$ cat config.mk
export PLATFORM = sky130hd
export DESIGN_NAME = mux_adder_alu
export DESIGN_NICKNAME = d
export VERILOG_FILES = /design/src/rtl/mux_adder_alu.sv
export SDC_FILE = /design/constraint.sdc
export NUM_CORES = 1
export LEC_CHECK = 0
export BUFFER_PORTS_ARGS = -buffer_cell sky130_fd_sc_hd__buf_2
export CORE_MARGIN = 8
export CORE_UTILIZATION = 47
export DETAILED_ROUTE_END_ITERATION = 8
export PLACE_DENSITY_LB_ADDON = 0.15
export SYNTH_ARGS = -nofsm -noshare
export SYNTH_HDL_FRONTEND = slang
export SYNTH_SLANG_ARGS = --single-unit
export TNS_END_PERCENT = 1
$ cat constraint.sdc
create_clock -name vclk -period 5.4
set_input_delay 0.81 -clock vclk [all_inputs]
set_output_delay 0.81 -clock vclk [all_outputs]
set_load 0.01 [all_outputs]
$ cat src/rtl/mux_adder_alu.sv
module mux_adder_alu #(
  parameter int WIDTH   = 8,
  parameter bit OUT_REG = 1'b0
) (
  input  logic             clk,
  input  logic             rst_n,
  input  logic [WIDTH-1:0] a,
  input  logic [WIDTH-1:0] b,
  input  logic [3:0]       op,
  output logic [WIDTH-1:0] y
);

  logic [WIDTH-1:0] t_and, t_xor, lhs, rhs, sum;
  logic             cin;

  assign t_and = a & b;
  assign t_xor = a ^ b;

  always_comb begin
    case (op[1:0])
      2'b00:   lhs = t_and;
      2'b01:   lhs = a;
      2'b10:   lhs = '0;
      default: lhs = t_xor;
    endcase
  end

  always_comb begin
    case (op[3:2])
      2'b00:   begin rhs = b;     cin = 1'b0;  end
      2'b01:   begin rhs = ~b;    cin = 1'b1;  end
      2'b10:   begin rhs = t_xor; cin = 1'b0;  end
      default: begin rhs = '0;    cin = op[0]; end
    endcase
  end

  assign sum = lhs + rhs + {{(WIDTH-1){1'b0}}, cin};

  generate
    if (OUT_REG) begin : g_reg
      always_ff @(posedge clk or negedge rst_n) begin
        if (!rst_n) y <= '0;
        else        y <= sum;
      end
    end else begin : g_comb
      logic unused_clk;
      assign unused_clk = clk ^ rst_n;
      assign y = sum;
    end
  endgenerate

endmodule

==> impl_metrics.py <==
metrics = {
    "run_status": {
        "status": "finished, final reports clean",
    },
    "synthesis": {
        "syn-num-nets": 118,
        "synthesis.area_um2": 733,
        "syn_avg_cell_area_um2": 9.17,
        "syn-instance-count": 80,
        "synth_top_area_cell": "ha_1",
        "synthTopCellsByArea": "ha_1, mux2i_1, mux2_2, a22o_1, xnor2_1",
        "yosysTopAreaCellShare_pct": 23.9,
        "ys.warnings.count": 0,
        "ys_seq_area_share_pct": 0,
        "ys_types": 28,
    },
    "sta": {
        "slew_headroom_pct": 73.0,
        "worst_slack_ns": 1.24,
        "rsz0062_at_grt": "no",
        "holdWs_ns": 2.19,
        "slew_violations": 0,
        "clock.fmax_mhz": 241,
        "tns_ns": 0,
        "period_share_pct": 77.0,
        "worst_pin_slew_ns": 0.404,
        "finalSetupViolCount": 0,
        "final-hold-violation-count": 0,
        "period_needed_ns": 4.16,
    },
    "die": {
        "die_w_um": 55.5,
        "die_area_um2": 3080,
        "die_h_um": 55.5,
        "rows": 14,
        "coreArea_um2": 1490,
        "io_pins": 30,
        "initial_core_util_pct": 49.2,
    },
    "power": {
        "power_density_nw_per_um2": 142,
        "power_leakage_nw": 0.448,
        "irDropWorstVdd_mv": 0.0673,
        "power.total_mw": 0.122,
    },
    "critical_path": {
        "critPathMaxFanout": 2,
        "worstSetupEndpointType": "output port",
        "cp-start-kind": "input port",
        "critPathSlowestCell": "fa_1",
        "crit_chain": "buf_2 -> ha_1 -> mux2_2 -> a22oi_1 -> fa_1 -> inv_1 -> fa_1 -> a21o_1 -> a21oi_1 -> o21bai_1 -> a21oi_1 -> xnor2_1 -> buf_2",
        "crit_buf_inv": 3,
        "crit_family": "adder cells",
        "crit_cells": 13,
        "max_stage_delay_ns": 0.40,
        "critPathArrivalTime_ns": 3.35,
        "criticalPathCategory": "in -> out",
        "required_ns": 4.59,
    },
    "finish": {
        "nets": 144,
        "ff_latch_area_um2": 0,
        "design_area_um2": 856,
        "syn2layout_area_growth_pct": 16.7,
        "utilization_pct": 57.5,
        "finalNonFillerCells": 120,
        "n_fill_cell": 152,
        "drive_gt1_share_pct": 38.5,
        "n_antenna_cell": 0,
        "nClkBuffers": 0,
        "seq_cells": 0,
    },
    "grt": {
        "grt_max_degree": 11,
        "grt_usage_pct": 11.5,
        "overflow": 0,
        "antenna_found_initial": 0,
        "grt_pass1_vias": 738,
        "grt_pass1_wl_mm": 3.19,
    },
    "routing": {
        "antenna_left": 0,
        "post-route-drc-count": 0,
        "viasPerCell": 5.97,
        "first_iter_violations": 8,
        "wl_mm": 1.88,
        "wl_per_cell_um": 15.6,
        "vias": 716,
        "dr.pass1.iters": 4,
    },
    "clock_network": {
        "cts_resized": 0,
        "cts_setup_buffers": 0,
        "holdBufCountCts": 0,
    },
    "run": {
        "drv.max_cap_violation_count": 0,
    },
    "worst_hold_path": {
        "min_from": "b[7]",
        "hold_path_class": "in -> out",
        "holdPathEnd": "y[7]",
        "holdPathStages": 5,
    },
    "place": {
        "gp_congestion": 0.722,
        "post-place-ws_ns": 1.24,
        "placed_cell_area_um2": 856,
        "hpwlAfterDp_mm": 1.53,
        "dp_cells": 120,
        "port_buffers": 28,
    },
}
[cell usage in the layout, fill, tap and decap left out, drive strengths merged]
master,n
buf,28
ha,14
mux2i,8
mux2,8
o22ai,8
a22o,6
xnor2,6
a21oi,4
inv,4
nor2,3
o21a,2
fa,2
a22oi,2
nand2,1
o22a,1
o21ai,1
nor2b,1
o211ai,1
or3,1
a21o,1
o21bai,1
xor2,1
[cells by family (layout without fill, tap and decap cells)]
kind of cell    count (synthesis)  after routing  share of synthesized area, %
compound gates                 27             27                          27.3
fa+ha+maj                      16             16                          29.4
mux                            16             16                          23.7
buf+inv                         8             32                          7.17
xor+xnor                        7              7                          8.36
simple gates                    6              6                          4.10
[routing by layer]
layer / GRT usage [%] / share of wire (%) / vias up
li1: - / - / 359
met1: 13.5 / 45 / 339
met2: 21.3 / 49 / 18
met3: 2.05 / 5.7 / 0
met4: 1.06 / 0 / 0
met5: 0 / 0 / -
[synthesized netlist by cell type]
| cell type | instances |
|---|---|
| o21a_1 | 2 |
| a21o_1 | 1 |
| buf_4 | 2 |
| o211ai_1 | 1 |
| a22o_1 | 6 |
| mux2_4 | 1 |
| o22ai_1 | 7 |
| mux2_2 | 7 |
| xnor2_1 | 6 |
| o21bai_1 | 1 |
| a22oi_1 | 1 |
| o22ai_2 | 1 |
| fa_1 | 2 |
| inv_2 | 1 |
| o22a_1 | 1 |
| nor2_1 | 2 |
| o21ai_0 | 1 |
| mux2i_1 | 8 |
| inv_1 | 3 |
| nor2_2 | 1 |
| xor2_1 | 1 |
| ha_1 | 14 |
| nand2_1 | 1 |
| or3_1 | 1 |
| a21oi_1 | 4 |
| nor2b_1 | 1 |
| a22oi_2 | 1 |
| buf_6 | 2 |
[how the worst max path moves through the flow]
stage	start	end
global placement	a[0]	y[6]
global route	b[0]	y[6]
detailed placement	a[0]	y[6]
finish	a[0]	y[6]
floorplan	a[0]	y[6]
CTS	a[0]	y[6]
[cell type report]
cell class	instances	area, um2	share of cell area, %
inverter	4	15.0	1.75
multi-input combinational	72	681	79.5
tap	16	20.0	2.34
timing repair buffer	28	140	16.4
[power breakdown]
| group | internal [mW] | switching [mW] |
|---|---|---|
| combinational | 0.0598 | 0.0620 |
| clock | 0 | 0 |
| sequential | 0 | 0 |
No activity file was read; power rests on OpenSTA's default activity.
